File: config.mk
export PLATFORM = sky130hd
export DESIGN_NAME = dbdma_chan
export DESIGN_NICKNAME = d
export VERILOG_FILES = /design/src/rtl/dbdma_pkg.sv /design/src/rtl/dbdma_rst_sync.sv /design/src/rtl/dbdma_regs.sv /design/src/rtl/dbdma_engine.sv /design/src/rtl/dbdma_chan.sv
export SDC_FILE = /design/constraint.sdc
export NUM_CORES = 1
export LEC_CHECK = 0
export BUFFER_PORTS_ARGS = -buffer_cell sky130_fd_sc_hd__buf_4
export CELL_PAD_IN_SITES_DETAIL_PLACEMENT = 0
export CELL_PAD_IN_SITES_GLOBAL_PLACEMENT = 1
export CORE_MARGIN = 4
export CORE_UTILIZATION = 45
export DETAILED_ROUTE_END_ITERATION = 12
export PLACE_DENSITY_LB_ADDON = 0.1
export SYNTH_ARGS = -nofsm -noshare
export SYNTH_HDL_FRONTEND = slang
export SYNTH_SLANG_ARGS = --single-unit
File: constraint.sdc
create_clock -name clk -period 4.7 [get_ports clk]
set_input_delay 0.47 -clock clk [delete_from_list [all_inputs] [get_ports clk]]
set_output_delay 0.47 -clock clk [all_outputs]
set_load 0.05 [all_outputs]
File: src/rtl/dbdma_pkg.sv
package dbdma_pkg;
  localparam int CSR_W = 8;

  localparam logic [2:0] OFS_CFG   = 3'd0;
  localparam logic [2:0] OFS_SET   = 3'd1;
  localparam logic [2:0] OFS_CLR   = 3'd2;
  localparam logic [2:0] OFS_STAT  = 3'd3;
  localparam logic [2:0] OFS_BUF0  = 3'd4;

  localparam int B_RUN   = 0;
  localparam int B_IE    = 1;
  localparam int B_ERROR = 2;
  localparam int B_DONEA = 3;
  localparam int B_STRTA = 4;
  localparam int B_DONEB = 5;
  localparam int B_STRTB = 6;
  localparam int B_BIU   = 7;

  typedef struct packed {
    logic [23:0] dev_addr;
    logic [3:0]  dev_sel;
    logic        wide;
    logic        long_burst;
    logic        big_end;
    logic        dev_rd;
  } cfg_t;

  typedef enum logic {ST_IDLE, ST_XFER} eng_state_e;

  function automatic int strt_bit(input int idx);
    return (idx != 0) ? B_STRTB : B_STRTA;
  endfunction

  function automatic int done_bit(input int idx);
    return (idx != 0) ? B_DONEB : B_DONEA;
  endfunction
endpackage

File: src/rtl/dbdma_rst_sync.sv
module dbdma_rst_sync (
  input  logic clk,
  input  logic rst_n_in,
  output logic rst_n_out
);
  logic [1:0] sync_q;

  always_ff @(posedge clk or negedge rst_n_in) begin
    if (!rst_n_in) sync_q <= 2'b00;
    else           sync_q <= {sync_q[0], 1'b1};
  end

  assign rst_n_out = sync_q[1];
endmodule

File: src/rtl/dbdma_regs.sv
module dbdma_regs
  import dbdma_pkg::*;
#(
  parameter int ADDR_W = 32,
  parameter int CNT_W  = 16
) (
  input  logic                         clk,
  input  logic                         rst_n,
  input  logic                         reg_we,
  input  logic [2:0]                   reg_addr,
  input  logic [31:0]                  reg_wdata,
  output logic [31:0]                  reg_rdata,
  input  logic [1:0]                   hw_done,
  input  logic                         hw_err,
  input  logic                         hw_toggle,
  input  logic                         adv_en,
  input  logic                         adv_idx,
  input  logic [ADDR_W-1:0]            adv_addr,
  input  logic [CNT_W-1:0]             adv_cnt,
  output logic [CSR_W-1:0]             csr,
  output cfg_t                         cfg,
  output logic [1:0][ADDR_W-1:0]       buf_addr,
  output logic [1:0][CNT_W-1:0]        buf_cnt
);
  logic [CSR_W-1:0] csr_d, csr_q;
  logic             csr_en;
  cfg_t             cfg_q;
  logic             cfg_en;
  logic             wr_set, wr_clr;

  assign wr_set = reg_we && (reg_addr == OFS_SET);
  assign wr_clr = reg_we && (reg_addr == OFS_CLR);
  assign cfg_en = reg_we && (reg_addr == OFS_CFG);

  // status next state: hardware events first, software aliases win
  always_comb begin
    csr_d = csr_q;
    for (int i = 0; i < 2; i++) begin
      if (hw_done[i]) begin
        csr_d[strt_bit(i)] = 1'b0;
        csr_d[done_bit(i)] = 1'b1;
      end
    end
    if (hw_err) begin
      csr_d[B_ERROR] = 1'b1;
      csr_d[B_RUN]   = 1'b0;
    end
    if (hw_toggle) csr_d[B_BIU] = ~csr_q[B_BIU];
    if (wr_set) csr_d = csr_d | reg_wdata[CSR_W-1:0];
    if (wr_clr) csr_d = csr_d & ~reg_wdata[CSR_W-1:0];
  end

  assign csr_en = wr_set || wr_clr || (|hw_done) || hw_err || hw_toggle;

  always_ff @(posedge clk or negedge rst_n) begin
    if (!rst_n) begin
      csr_q <= '0;
      cfg_q <= '0;
    end else begin
      if (csr_en) csr_q <= csr_d;
      if (cfg_en) cfg_q <= cfg_t'(reg_wdata);
    end
  end

  assign csr = csr_q;
  assign cfg = cfg_q;

  for (genvar gi = 0; gi < 2; gi++) begin : g_buf
    localparam logic [2:0] OFS_S = OFS_BUF0 + 3'(2 * gi);
    localparam logic [2:0] OFS_C = OFS_BUF0 + 3'(2 * gi + 1);
    logic [ADDR_W-1:0] a_d, a_q;
    logic [CNT_W-1:0]  c_d, c_q;
    logic              a_en, c_en;
    logic              hw_hit;

    assign hw_hit = adv_en && (adv_idx == 1'(gi));

    always_comb begin
      a_d  = a_q;
      c_d  = c_q;
      a_en = 1'b0;
      c_en = 1'b0;
      if (hw_hit) begin
        a_d  = adv_addr;
        c_d  = adv_cnt;
        a_en = 1'b1;
        c_en = 1'b1;
      end
      if (reg_we && (reg_addr == OFS_S)) begin
        a_d  = reg_wdata[ADDR_W-1:0];
        a_en = 1'b1;
      end
      if (reg_we && (reg_addr == OFS_C)) begin
        c_d  = reg_wdata[CNT_W-1:0];
        c_en = 1'b1;
      end
    end

    always_ff @(posedge clk or negedge rst_n) begin
      if (!rst_n) begin
        a_q <= '0;
        c_q <= '0;
      end else begin
        if (a_en) a_q <= a_d;
        if (c_en) c_q <= c_d;
      end
    end

    assign buf_addr[gi] = a_q;
    assign buf_cnt[gi]  = c_q;
  end

  always_comb begin
    reg_rdata = '0;
    case (reg_addr)
      OFS_CFG:                   reg_rdata = cfg_q;
      OFS_SET, OFS_CLR, OFS_STAT: reg_rdata = 32'(csr_q);
      3'd4:                      reg_rdata = 32'(buf_addr[0]);
      3'd5:                      reg_rdata = 32'(buf_cnt[0]);
      3'd6:                      reg_rdata = 32'(buf_addr[1]);
      default:                   reg_rdata = 32'(buf_cnt[1]);
    endcase
  end
endmodule

File: src/rtl/dbdma_engine.sv
module dbdma_engine
  import dbdma_pkg::*;
#(
  parameter int ADDR_W      = 32,
  parameter int CNT_W       = 16,
  parameter int BURST_SHORT = 4,
  parameter int BURST_LONG  = 8,
  localparam int BEAT_W     = $clog2(BURST_LONG + 1)
) (
  input  logic                   clk,
  input  logic                   rst_n,
  input  logic [CSR_W-1:0]       csr,
  input  logic                   cfg_wide,
  input  logic                   cfg_long,
  input  logic [1:0][ADDR_W-1:0] buf_addr,
  input  logic [1:0][CNT_W-1:0]  buf_cnt,
  input  logic                   mem_ack,
  output logic [1:0]             hw_done,
  output logic                   hw_err,
  output logic                   hw_toggle,
  output logic                   adv_en,
  output logic                   adv_idx,
  output logic [ADDR_W-1:0]      adv_addr,
  output logic [CNT_W-1:0]       adv_cnt,
  output logic                   mem_req,
  output logic [ADDR_W-1:0]      mem_addr,
  output logic [BEAT_W-1:0]      mem_beats
);
  eng_state_e        st_q, st_d;
  logic              cur, run, cur_strt, oth_strt;
  logic [ADDR_W-1:0] cur_addr;
  logic [CNT_W-1:0]  cur_cnt, datums, burst_len, beats_full, bytes;
  logic              cnt_zero, misalign;

  assign cur      = csr[B_BIU];
  assign run      = csr[B_RUN];
  assign cur_strt = cur ? csr[B_STRTB] : csr[B_STRTA];
  assign oth_strt = cur ? csr[B_STRTA] : csr[B_STRTB];
  assign cur_addr = buf_addr[cur];
  assign cur_cnt  = buf_cnt[cur];
  assign cnt_zero = (cur_cnt == '0);
  assign misalign = cfg_wide && cur_addr[0];

  // datum and burst arithmetic for the next request
  assign datums     = cfg_wide ? ((cur_cnt >> 1) + CNT_W'(cur_cnt[0])) : cur_cnt;
  assign burst_len  = cfg_long ? CNT_W'(BURST_LONG) : CNT_W'(BURST_SHORT);
  assign beats_full = (datums < burst_len) ? datums : burst_len;
  assign bytes      = cfg_wide ? {beats_full[CNT_W-2:0], 1'b0} : beats_full;

  assign adv_idx  = cur;
  assign adv_addr = cur_addr + ADDR_W'(bytes);
  assign adv_cnt  = (cur_cnt > bytes) ? (cur_cnt - bytes) : '0;

  always_comb begin
    st_d      = st_q;
    hw_done   = 2'b00;
    hw_err    = 1'b0;
    hw_toggle = 1'b0;
    adv_en    = 1'b0;
    case (st_q)
      ST_IDLE: begin
        if (run) begin
          if (cur_strt) begin
            st_d = ST_XFER;
          end else if (oth_strt) begin
            hw_toggle = 1'b1;
            st_d      = ST_XFER;
          end
        end
      end
      default: begin
        if (run) begin
          if (!cur_strt) begin
            st_d = ST_IDLE;
          end else if (cnt_zero) begin
            hw_done[cur] = 1'b1;
            hw_toggle    = oth_strt;
            st_d         = ST_IDLE;
          end else if (misalign) begin
            hw_err = 1'b1;
            st_d   = ST_IDLE;
          end else if (mem_ack) begin
            adv_en = 1'b1;
          end
        end
      end
    endcase
  end

  always_ff @(posedge clk or negedge rst_n) begin
    if (!rst_n) st_q <= ST_IDLE;
    else        st_q <= st_d;
  end

  assign mem_req   = (st_q == ST_XFER) && run && cur_strt && !cnt_zero && !misalign;
  assign mem_addr  = cur_addr;
  assign mem_beats = beats_full[BEAT_W-1:0];
endmodule

File: src/rtl/dbdma_chan.sv
module dbdma_chan
  import dbdma_pkg::*;
#(
  parameter int ADDR_W      = 32,
  parameter int CNT_W       = 16,
  parameter int BURST_SHORT = 4,
  parameter int BURST_LONG  = 8,
  localparam int BEAT_W     = $clog2(BURST_LONG + 1)
) (
  input  logic              clk,
  input  logic              rst_n,
  input  logic              reg_we,
  input  logic [2:0]        reg_addr,
  input  logic [31:0]       reg_wdata,
  output logic [31:0]       reg_rdata,
  output logic              mem_req,
  output logic [ADDR_W-1:0] mem_addr,
  output logic [BEAT_W-1:0] mem_beats,
  input  logic              mem_ack,
  output logic              mem_dev_rd,
  output logic              mem_big_endian,
  output logic              mem_width2,
  output logic [3:0]        dev_sel,
  output logic [23:0]       dev_addr,
  output logic              irq
);
  logic                   rst_n_s;
  logic [CSR_W-1:0]       csr;
  cfg_t                   cfg;
  logic [1:0][ADDR_W-1:0] buf_addr;
  logic [1:0][CNT_W-1:0]  buf_cnt;
  logic [1:0]             hw_done;
  logic                   hw_err, hw_toggle, adv_en, adv_idx;
  logic [ADDR_W-1:0]      adv_addr;
  logic [CNT_W-1:0]       adv_cnt;

  dbdma_rst_sync u_rst (
    .clk(clk), .rst_n_in(rst_n), .rst_n_out(rst_n_s)
  );

  dbdma_regs #(.ADDR_W(ADDR_W), .CNT_W(CNT_W)) u_regs (
    .clk(clk), .rst_n(rst_n_s),
    .reg_we(reg_we), .reg_addr(reg_addr), .reg_wdata(reg_wdata), .reg_rdata(reg_rdata),
    .hw_done(hw_done), .hw_err(hw_err), .hw_toggle(hw_toggle),
    .adv_en(adv_en), .adv_idx(adv_idx), .adv_addr(adv_addr), .adv_cnt(adv_cnt),
    .csr(csr), .cfg(cfg), .buf_addr(buf_addr), .buf_cnt(buf_cnt)
  );

  dbdma_engine #(
    .ADDR_W(ADDR_W), .CNT_W(CNT_W), .BURST_SHORT(BURST_SHORT), .BURST_LONG(BURST_LONG)
  ) u_eng (
    .clk(clk), .rst_n(rst_n_s),
    .csr(csr), .cfg_wide(cfg.wide), .cfg_long(cfg.long_burst),
    .buf_addr(buf_addr), .buf_cnt(buf_cnt), .mem_ack(mem_ack),
    .hw_done(hw_done), .hw_err(hw_err), .hw_toggle(hw_toggle),
    .adv_en(adv_en), .adv_idx(adv_idx), .adv_addr(adv_addr), .adv_cnt(adv_cnt),
    .mem_req(mem_req), .mem_addr(mem_addr), .mem_beats(mem_beats)
  );

  assign mem_dev_rd     = cfg.dev_rd;
  assign mem_big_endian = cfg.big_end;
  assign mem_width2     = cfg.wide;
  assign dev_sel        = cfg.dev_sel;
  assign dev_addr       = cfg.dev_addr;

  assign irq = csr[B_IE] && (csr[B_DONEA] || csr[B_DONEB] || csr[B_ERROR]);
endmodule

==> summary.md <==
| Metric | Value |
|---|---|
| Fmax | `0.1996 GHz` |
| Clk sinks | `around 140` |
| Sw Share | `between 50% and 60%` |
| Detail Route Antenna Nets | `0` |
| Initial antenna violation count | `0` |
| Fin cells | `about 1800` |
| Fin. Hold Viols | `0` |
| Final Wtd Congestion | `just over 0.9` |
| Post-DP HPWL | `between 20000 and 30000 um` |
| CTS tree | `built` |
| Top post-synthesis cells by area | `dfrtp_1 33%, mux2_2 9.8%, nand2_1 5.4%` |
| Avg WL per Cell | `approximately 22 um` |
| WL final | `39030 um` |
| Drt pass-1 iters | `5` |
| Ys flop type | `dfrtp_1` |
| Post-synth top area share | `32.91%` |
| Async set-or-reset flop fraction in the synthesized netlist | `100.0%` |
| RSZ-0062 raised after global routing | `true` |
| Die Y | `approximately 160 um` |
| Power Dens Cells | `~840 nW/um2` |
| Internal power | `between 6000 and 7000 uW` |
| Worst Tran Pin Value | `about 1100 ps` |
| Count of flip-flops with a built-in enable after synthesis | `0` |
| Placement-stage cell area | `between 10000 and 15000 um2` |
| Clock power frac | `between 10 and 15%` |
| Hold_ws | `around 260 ps` |
| CTS max path bufs | `2` |
| Syn Std Cell Area | `10570 um2` |
| Run status | `finished, violations left` |
| Layout cells sized above 1 | `a little under two fifths` |
| Cells after Synth | `1240` |
| P_sw | `around 6100 uW` |
| Row count | `between 50 and 60` |
| Starting Density | `between 40 and 50%` |
| FF+latch count, synth | `139` |
| First-pass GRT wire length | `59900 um` |
| Port bufs | `around 140` |
| Synth top cells by count | `152 x nand2_1, 139 x dfrtp_1, 128 x nor2_1` |
| # IOs | `140` |
| Total grt overflow | `0` |
| Part of the cycle the worst path needs | `106.6%` |
| Post-synthesis sequential area ratio | `roughly 33%` |
| CTS clk-pin slew, worst paths | `approximately 70 ps` |
| Max-slew violation count | `0` |
| # DRC | `0` |
| Dpl ws | `-481.9 ps` |
| Syn-to-layout area delta | `36.22%` |
| Synth unique cells | `between 70 and 80` |
| Worst setup EP type | `flop` |
| Num CTS Buffers | `17` |
| Core area | `approximately 23000 um2` |
| Vias | `10630` |
| Vias in the first global route | `10250` |
| Comb power frac | `between 70% and 80%` |
| Crit path DAT | `around 5300 ps` |
| Tmin final | `5009 ps` |
| GRT Resource Usage Total | `29.15%` |
| Register share of total power | `about 18%` |
| Setup Viol. Count Final | `70` |
| CP required | `between 4000 and 5000 ps` |
| Leakage power | `approximately 0.006 uW` |
| Worst-skew pair later-pin latency | `about 430 ps` |
| IR drop worst, VDD | `between 0.4 and 0.5 mV` |
| Crit start category | `flop` |
| Post-synth top area cell | `dfrtp_1` |
| Design area | `about 14000 um2` |
| Post-placement cell count | `roughly 1800` |
| Total of max-cap violations | `0` |
| Max FO, Critical Path | `4` |
| PnR worst setup slack | `-309.0 ps` |
| Mean Syn Cell Area | `8.522 um2` |
| Syn. warnings | `0` |
| Initial DRC count | `a little under 900` |
| Pin count of the biggest net entering global routing | `roughly 70` |
| CP Class | `reg2reg` |
| Fin nets | `1550` |
| Clock Skews | `roughly 15 ps` |
| Worst hold path class | `in2reg` |
| Count leader, synth | `nand2_1` |
| Die span in x | `roughly 160 um` |
| Drt via density | `about 5.9` |
| Die area | `26000 um2` |
| CTS root buffer | `clkbuf_16` |
| Inserted Diodes | `0` |
| Failing checks | `negative setup slack` |
| Slew HR | `26.32%` |
| H-tree Lvls | `4` |
cell type report:
cell class,count,area (um2)
clock buffers,19,442.9
clock inverters,13,130.1
fillers,2024,8452
inverters,33,123.9
multi-input cells,1011,7627
flip-flops and latches,139,3486
well taps,313,391.6
repair buffers,271,2193
through the flow:
stage | power (uW) | util, % | TNS, ps
2_1_floorplan | 7188 | - | -33100
3_3_place_gp | 9746 | 57.38 | -9776
3_5_place_dp | 9783 | 57.38 | -17580
4_1_cts | 11370 | 60.81 | -6095
5_1_grt | 12800 | 63.01 | -23070
6_report | 12130 | 63.01 | -10630
kinds of logic (layout without fill, tap and decap cells):
logic type / count (synthesis) / in the layout / synth area share (%)
buf+inv: 111 / 336 / 4.606
other cells: 2 / 23 / 0.07107
mux: 123 / 123 / 13.46
fa+ha+maj: 38 / 38 / 4.641
simple gates: 451 / 451 / 20.00
xor+xnor: 52 / 52 / 4.310
compound gates: 324 / 324 / 20.00
flops: 139 / 139 / 32.92
cell usage in the layout, fill, tap and decap left out, types with 6 or more instances in the layout:
cell type	instances
clkbuf_16	19
nand2b_1	10
a22oi_1	27
a21oi_2	9
nor3_1	13
nor4_1	7
a21o_1	17
mux2_2	89
a211oi_2	6
nand3_2	26
o21ai_2	6
xor2_1	12
dfrtp_1	137
nor2b_1	14
and3_1	8
xnor2_1	29
nand3_1	19
a31oi_1	48
nand2_1	148
mux2i_1	21
inv_1	30
o21ai_1	29
ha_1	26
nor3_2	14
buf_4	252
buf_12	7
ha_4	10
o211ai_1	7
o22ai_1	18
xnor2_2	6
buf_6	9
o21ai_0	31
or3_1	6
nand4_1	7
a21oi_1	57
a221oi_1	7
conb_1	23
nor2_1	124
power groups by stage:
stage | combinational [uW] | clock, uW | sequential [uW]
detailed placement | 7640 | 0 | 2140
floorplan | 5000 | 0 | 2180
global placement | 7620 | 0 | 2130
finish | 8650 | 1340 | 2140
global route | 9200 | 1400 | 2200
CTS | 7900 | 1350 | 2120
critical path, cell delays in order, from the launching register on:
cell      delay (ps)
dfrtp_4          520
mux2_4           340
ha_4             190
ha_4             170
xnor2_2          140
a211o_1          260
a221o_1          360
nor4_4           230
nand3_4          160
mux2i_4          240
o22ai_2          240
ha_4             250
a211oi_4         310
nor2_4            70
a211oi_2         220
o21ai_1           90
o41a_1           440
mux2_4           350
a31oi_1          170
o21ai_1           70
registers in the layout, indices dropped and copies added, names as in the netlist, named ones only:
register          count
u_eng.st_q            1
u_regs.cfg           32
u_regs.csr            7
u_regs.g_buf.a_q     64
u_regs.g_buf.c_q     32
u_rst.sync_q          2
routing by layer:
layer	vias up	global-route usage, %	wire length [um]
li1	4970	-	-
met1	5215	41.95	17890
met2	407	46.58	18040
met3	41	3.853	2484
met4	0	7.716	619
met5	-	0	0
what timing repair did:
item                                    4_1_cts  5_1_grt
gates cloned                                  0        3
hold buffers                                  1        0
resized for setup                            41       79
pin swaps                                    24       42
buffers inserted                              3        7
endpoints found under the setup margin       76       80
endpoints found under the hold margin         2        0
worst paths after layout:
kind                                           start                             endpoint  slack, ps  depth (start not counted)
min in group asynchronous                      rst_n            u_rst.sync_q[1]$_DFF_PN0_        370                          2
max reg2reg                u_regs.csr[7]$_DFFE_PN0P_  u_regs.g_buf[0].a_q[24]$_DFFE_PN0P_       -310                         19
min                                    reg_wdata[27]  u_regs.g_buf[1].a_q[27]$_DFFE_PN0P_        260                          3
min reg2reg                u_rst.sync_q[0]$_DFF_PN0_            u_rst.sync_q[1]$_DFF_PN0_        360                          0
max                        u_regs.csr[7]$_DFFE_PN0P_  u_regs.g_buf[0].a_q[24]$_DFFE_PN0P_       -310                         19
max in group asynchronous  u_rst.sync_q[1]$_DFF_PN0_   u_regs.g_buf[1].c_q[5]$_DFFE_PN0P_       3130                          1
No activity file was read; power rests on OpenSTA's default activity.
